===== src/rtl/dchan_pkg.sv =====
package dchan_pkg;
  localparam int WORD_W = 16;

  typedef enum logic [1:0] {
    OP_IN  = 2'b00,
    OP_OUT = 2'b01,
    OP_INC = 2'b10,
    OP_ADD = 2'b11
  } xop_e;

  typedef enum logic [1:0] {
    ST_IDLE = 2'd0,
    ST_SEL  = 2'd1,
    ST_RD   = 2'd2,
    ST_ACK  = 2'd3
  } xst_e;

  // Read-modify-write arithmetic: bit WORD_W of the result is the carry out.
  function automatic logic [WORD_W:0] rmw_sum(input xop_e op,
                                             input logic [WORD_W-1:0] stored,
                                             input logic [WORD_W-1:0] operand);
    logic [WORD_W-1:0] addend;
    addend = (op == OP_ADD) ? operand : WORD_W'(1);
    return {1'b0, stored} + {1'b0, addend};
  endfunction

  function automatic logic is_rmw(input xop_e op);
    return (op == OP_INC) || (op == OP_ADD);
  endfunction
endpackage


===== src/rtl/dchan_sync.sv =====
module dchan_sync #(
  parameter int N = 4
) (
  input  logic         clk,
  input  logic         rst_n,
  input  logic         sample_en,
  input  logic [N-1:0] req,
  input  logic [N-1:0] clr,
  output logic [N-1:0] pend_q,
  output logic [N-1:0] pend_d
);
  logic [N-1:0] pend_r;
  logic [N-1:0] sampled;

  assign sampled = {N{sample_en}} & req & ~clr;
  assign pend_d  = (pend_r & ~clr) | sampled;
  assign pend_q  = pend_r;

  always_ff @(posedge clk) begin
    if (!rst_n) pend_r <= '0;
    else        pend_r <= pend_d;
  end

  // A pending bit can only appear after a request seen on a cycle boundary.
  assert_sample_gate_R4: assert property (@(posedge clk) disable iff (!rst_n)
    (pend_r & ~$past(pend_r) & ~$past(req & {N{sample_en}})) == '0);

  // A slot acknowledged in one cycle is not pending in the next.
  assert_no_double_R10: assert property (@(posedge clk) disable iff (!rst_n)
    (pend_r & $past(clr)) == '0);
endmodule


===== src/rtl/dchan_arb.sv =====
module dchan_arb #(
  parameter int N  = 4,
  parameter int IW = 2
) (
  input  logic [N-1:0]  pend,
  output logic [IW-1:0] win_idx,
  output logic          win_any
);
  logic [N:0]   lower_any;
  logic [N-1:0] win_oh;

  assign lower_any[0] = 1'b0;
  for (genvar g = 0; g < N; g++) begin : g_chain
    assign win_oh[g]      = pend[g] & ~lower_any[g];
    assign lower_any[g+1] = lower_any[g] | pend[g];
  end

  assign win_any = lower_any[N];

  always_comb begin
    win_idx = '0;
    for (int i = 0; i < N; i++) begin
      if (win_oh[i]) win_idx = win_idx | IW'(i);
    end
  end
endmodule


===== src/rtl/dchan_ctrl.sv =====
module dchan_ctrl
  import dchan_pkg::*;
#(
  parameter int NSLOT    = 4,
  parameter int HS_SLOTS = 2,
  parameter int AW       = 16
) (
  input  logic                     clk,
  input  logic                     rst_n,
  input  logic                     cyc_start,
  input  logic                     pause,
  input  logic                     irq_pend,
  input  logic [NSLOT-1:0]         req,
  input  logic [2*NSLOT-1:0]       dev_op,
  input  logic [AW*NSLOT-1:0]      dev_addr,
  input  logic [WORD_W*NSLOT-1:0]  dev_wdata,
  output logic [NSLOT-1:0]         ack,
  output logic [WORD_W-1:0]        dev_rdata,
  output logic                     dev_ovf,
  output logic                     ack_hs,
  output logic                     busy,
  output logic                     irq_go,
  output logic                     mem_en,
  output logic                     mem_we,
  output logic [AW-1:0]            mem_addr,
  output logic [WORD_W-1:0]        mem_wdata,
  input  logic [WORD_W-1:0]        mem_rdata
);
  localparam int IW = (NSLOT > 1) ? $clog2(NSLOT) : 1;

  xst_e               st_q;
  logic [IW-1:0]      gnt_q;
  xop_e               op_q;
  logic [AW-1:0]      addr_q;
  logic [WORD_W-1:0]  opnd_q;
  logic [WORD_W-1:0]  res_q;
  logic               ovf_q;
  logic               hs_q;
  logic               irq_go_q;

  logic [NSLOT-1:0]   pend_q, pend_d;
  logic [IW-1:0]      win_idx;
  logic               win_any;
  xop_e               op_w;
  logic [AW-1:0]      addr_w;
  logic [WORD_W-1:0]  opnd_w;
  logic [WORD_W:0]    sum_w;

  // Named internal events, observed by the assertions below.
  logic ev_grant, ev_rmw_wr, ev_drain_end;

  dchan_sync #(.N(NSLOT)) u_sync (
    .clk(clk), .rst_n(rst_n), .sample_en(cyc_start), .req(req),
    .clr(ack), .pend_q(pend_q), .pend_d(pend_d)
  );

  dchan_arb #(.N(NSLOT), .IW(IW)) u_arb (
    .pend(pend_q), .win_idx(win_idx), .win_any(win_any)
  );

  assign op_w   = xop_e'(dev_op[2*win_idx +: 2]);
  assign addr_w = dev_addr[AW*win_idx +: AW];
  assign opnd_w = dev_wdata[WORD_W*win_idx +: WORD_W];
  assign sum_w  = rmw_sum(op_q, mem_rdata, opnd_q);

  assign ev_grant     = (st_q == ST_SEL);
  assign ev_rmw_wr    = (st_q == ST_RD) && is_rmw(op_q);
  assign ev_drain_end = (st_q == ST_ACK) && (pend_d == '0);

  // Memory port: SEL issues the write (in) or read (others); RD writes back.
  assign mem_en    = ev_grant || ev_rmw_wr;
  assign mem_we    = (ev_grant && (op_w == OP_IN)) || ev_rmw_wr;
  assign mem_addr  = ev_grant ? addr_w : addr_q;
  assign mem_wdata = ev_grant ? opnd_w : sum_w[WORD_W-1:0];

  for (genvar g = 0; g < NSLOT; g++) begin : g_ack
    assign ack[g] = (st_q == ST_ACK) && (gnt_q == IW'(g));
  end

  assign dev_rdata = res_q;
  assign dev_ovf   = (st_q == ST_ACK) && ovf_q;
  assign ack_hs    = (st_q == ST_ACK) && hs_q;
  assign busy      = (st_q != ST_IDLE);
  assign irq_go    = irq_go_q;

  always_ff @(posedge clk) begin
    if (!rst_n) begin
      st_q     <= ST_IDLE;
      gnt_q    <= '0;
      op_q     <= OP_IN;
      addr_q   <= '0;
      opnd_q   <= '0;
      res_q    <= '0;
      ovf_q    <= 1'b0;
      hs_q     <= 1'b0;
      irq_go_q <= 1'b0;
    end else begin
      irq_go_q <= ev_drain_end && irq_pend;
      case (st_q)
        ST_IDLE: if (pause && (pend_q != '0)) st_q <= ST_SEL;
        ST_SEL: begin
          gnt_q  <= win_idx;
          op_q   <= op_w;
          addr_q <= addr_w;
          opnd_q <= opnd_w;
          res_q  <= opnd_w;
          ovf_q  <= 1'b0;
          hs_q   <= (32'(win_idx) < HS_SLOTS);
          st_q   <= (op_w == OP_IN) ? ST_ACK : ST_RD;
        end
        ST_RD: begin
          res_q <= (op_q == OP_OUT) ? mem_rdata : sum_w[WORD_W-1:0];
          ovf_q <= is_rmw(op_q) && sum_w[WORD_W];
          st_q  <= ST_ACK;
        end
        default: st_q <= ev_drain_end ? ST_IDLE : ST_SEL;
      endcase
    end
  end

  assert_ack_onehot_R10: assert property (@(posedge clk) disable iff (!rst_n)
    $onehot0(ack));

  assert_ovf_only_on_ack_R3: assert property (@(posedge clk) disable iff (!rst_n)
    dev_ovf |-> (ack != '0));

  assert_rmw_after_read_R3: assert property (@(posedge clk) disable iff (!rst_n)
    ev_rmw_wr |-> ($past(mem_en && !mem_we) && (mem_addr == $past(mem_addr))));

  assert_start_needs_pause_R5: assert property (@(posedge clk) disable iff (!rst_n)
    $rose(busy) |-> $past(pause));

  assert_grant_has_winner_R6: assert property (@(posedge clk) disable iff (!rst_n)
    ev_grant |-> win_any);

  assert_drain_empty_R8: assert property (@(posedge clk) disable iff (!rst_n)
    $fell(busy) |-> (pend_q == '0));

  assert_irq_after_drain_R9: assert property (@(posedge clk) disable iff (!rst_n)
    irq_go |-> (!busy && $past(busy)));
endmodule


===== config.mk =====
export PLATFORM = sky130hd
export DESIGN_NAME = dchan_ctrl
export DESIGN_NICKNAME = d
export VERILOG_FILES = /design/src/rtl/dchan_pkg.sv /design/src/rtl/dchan_sync.sv /design/src/rtl/dchan_arb.sv /design/src/rtl/dchan_ctrl.sv
export SDC_FILE = /design/constraint.sdc
export NUM_CORES = 1
export LEC_CHECK = 0
export BUFFER_PORTS_ARGS = -buffer_cell sky130_fd_sc_hd__buf_2
export CORE_MARGIN = 2
export CORE_UTILIZATION = 45
export DETAILED_ROUTE_END_ITERATION = 16
export PLACE_DENSITY_LB_ADDON = 0.2
export SYNTH_ARGS = -nofsm -noshare
export SYNTH_HDL_FRONTEND = slang
export SYNTH_HIERARCHICAL = 1
export SYNTH_SLANG_ARGS = --single-unit

===== constraint.sdc =====
create_clock -name clk -period 5.3 [get_ports clk]
set_clock_uncertainty 0.05 [all_clocks]
set_input_delay 0.265 -clock clk [delete_from_list [all_inputs] [get_ports clk]]
set_output_delay 0.265 -clock clk [all_outputs]
set_load 0.02 [all_outputs]

==> reports/qor.csv <==
stage,metric,value,unit
place,routability cong.,0.909,
global_routing,vias in the first global route,4751,
die,Starting Density,0.464,
setup_path,crit path DAT,3400,ps
detailed_routing,DR vias/cell,5.71,
detailed_routing,DRT iter0 DRCs,244,
detailed_routing,Met3 Wirelength,1.39,mm
detailed_routing,max layer used,met4,
setup_path,CP max-delay cell,dfxtp_1,
setup_path,CP startpoint kind,flop,
power_and_ir_drop,Leakage Power,2.87,nW
cts,Longest Clk Path Bufs,2,
sta,Final TNS setup,0,ps
place,post-detail-place hpwl,11.8,mm
synth,Syn Inst Count,509,
cts,H-tree levels,3,
die,die width,107,um
finish,layout cell share with drive strength beyond 1,0.444,
sta,RSZ-0062 raised after global routing,no,
detailed_routing,M1 WL,5.82,mm
cts,clock sinks,61,
synth,post-synthesis area per instance,9.42,um2
sta,Slew HR,0.293,
synth,post-synthesis cell area,0.00479,mm2
detailed_routing,DRC viols,0,
cts,TritonCTS clock tree,built,
power_and_ir_drop,Power Density,408,mW/mm2
detailed_routing,post-DR wirelength/cell,18.0,um
detailed_routing,post-route ant nets,0,
detailed_routing,DR pass1 iterations,5,
power_and_ir_drop,VDD IR max,0.000248,V
sta,Slew @ Worst Pin,1050,ps
die,full die area,0.0115,mm2
finish,Nets,887,
cts,Num CTS Buffers,9,
setup_path,crit-path max FO,21,
die,row count,37,
global_routing,Congestion Overflow GR,0,
sta,part of the cycle the worst path needs,0.700,
die,Die Height,107,um
cts,post-CTS sizing,0,
sta,hold_ws,84.0,ps
sta,Final Max Slew Viols,0,
sta,Fmax,0.269,GHz
setup_path,critical path required time,4990,ps
setup_path,kind of critical path,reg -> out,
die,core region area,0.0103,mm2
sta,Final Hold Fails,0,
setup_path,"Cell Chain, Critical Path",nand3b_1 -> ha_1 -> fa_1 -> a21o_1 -> a311oi_1 -> nor2_2 -> a41o_1 -> xnor2_1 -> o21ai_1 -> buf_2,
place,dpl cells,830,
cts,"Clk Latency, worst-skew pair",350,ps
detailed_routing,DRT Wirelength,15.2,mm
finish,utilization after layout,0.591,
finish,Layout Cells excl Fill,847,
worst_hold_path,Worst Hold Class,in -> reg,
global_routing,overall fraction of global-route tracks in use,0.267,
synth,YS warnings,6,
cts,hold buffer count at CTS,0,
sta,final setup fails,0,
synth,Synthesized Nets,691,
global_routing,first-pass GRT wire length,23.5,mm
place,IO buf count,218,
cts,"Reg clk slew, reported paths",70,ps
sta,min Tclk post-route,3710,ps
global_routing,initial antenna violation count,1,
setup_path,Worst path max stage delay,700,ps
detailed_routing,DR vias,4836,
cts,CTS root buffer,clkbuf_8,
finish,area growth from synthesis to layout,27.4,%
job,max-capacitance violation count,0,
global_routing,pin count of the biggest net entering global routing,60,
run_status,status,finished clean,
die,I/O pin cnt,219,
detailed_routing,met2 wire len,7.63,mm
setup_path,Crit. End Element,output pin,
cts,postcts setup bufs,0,
power_and_ir_drop,Power Total,2.49,mW
-- placed cells by master, fill, tap and decap left out, drive strengths merged, types with 20 or more instances in the layout --
cell type  instances
a21oi             28
and3              20
buf              225
dfxtp             61
ha                20
mux4              34
nand2             47
nand2b            20
nor2              21
o21ai             26
-- per-layer routing --
| metal | up-vias | global-route usage |
|---|---|---|
| met5 | - | 0 |
| met4 | 0 | 0.114 |
| met3 | 28 | 0.0529 |
| met2 | 241 | 0.471 |
| met1 | 2269 | 0.312 |
| li1 | 2298 | - |
-- worst max-delay path: cells and delay by family, from the launching register on --
kind | cells | cell delay, ps
AND/OR/NAND/NOR | 2 | 300
XOR/XNOR | 1 | 140
buffers and inverters | 1 | 190
AO/OA/AOI/OAI | 4 | 1070
flip-flops | 1 | 700
adder cells (fa/ha/maj) | 2 | 660
-- area by class of cell --
type / instances / area, um2
Fill cell: 922 / 4220
Clock inverter: 3 / 42.5
Antenna cell: 1 / 2.50
Timing Repair Buffer: 225 / 1140
Sequential cell: 61 / 1220
Tap cell: 136 / 170
Clock buffer: 13 / 169
Multi-Input combinational cell: 395 / 3290
Inverter: 13 / 61.3
-- through the flow --
step                instance area, um2  worst slack, ps
global placement                  5890             2090
global route                      6100             1330
floorplan                         4790             2150
finish                            6100             1590
detailed placement                5890             1990
CTS                               6100             1590
-- path summary, 6_finish.rpt --
| check | start | endpoint | slack (ps) | depth (start not counted) |
|---|---|---|---|---|
| setup reg to reg | op_q[1]$_SDFFE_PN0P_ | dev_rdata[8]$_SDFFE_PN0P_ | 2230 | 9 |
| hold reg to reg | dev_rdata[9]$_SDFFE_PN0P_ | dev_rdata[9]$_SDFFE_PN0P_ | 420 | 2 |
| hold / removal | irq_pend | irq_go$_SDFF_PN0_ | 80 | 2 |
| setup / recovery | op_q[1]$_SDFFE_PN0P_ | mem_wdata[12] | 1590 | 10 |
-- registers in the layout, indices dropped and copies added (netlist names) --
signal / count
ovf_q: 1
u_sync/pend_q: 4
st_q: 2
dev_rdata: 16
irq_go: 1
gnt_q: 2
addr_q: 16
op_q: 2
opnd_q: 16
hs_q: 1
-- report_power, final --
part	total [mW]	leakage (nW)	switching [mW]	internal [mW]
Combinational	1.36	2.27	0.824	0.534
Clock	0.448	0.106	0.193	0.255
Sequential	0.683	0.499	0.0870	0.596
(Power assumes the default switching activity.)
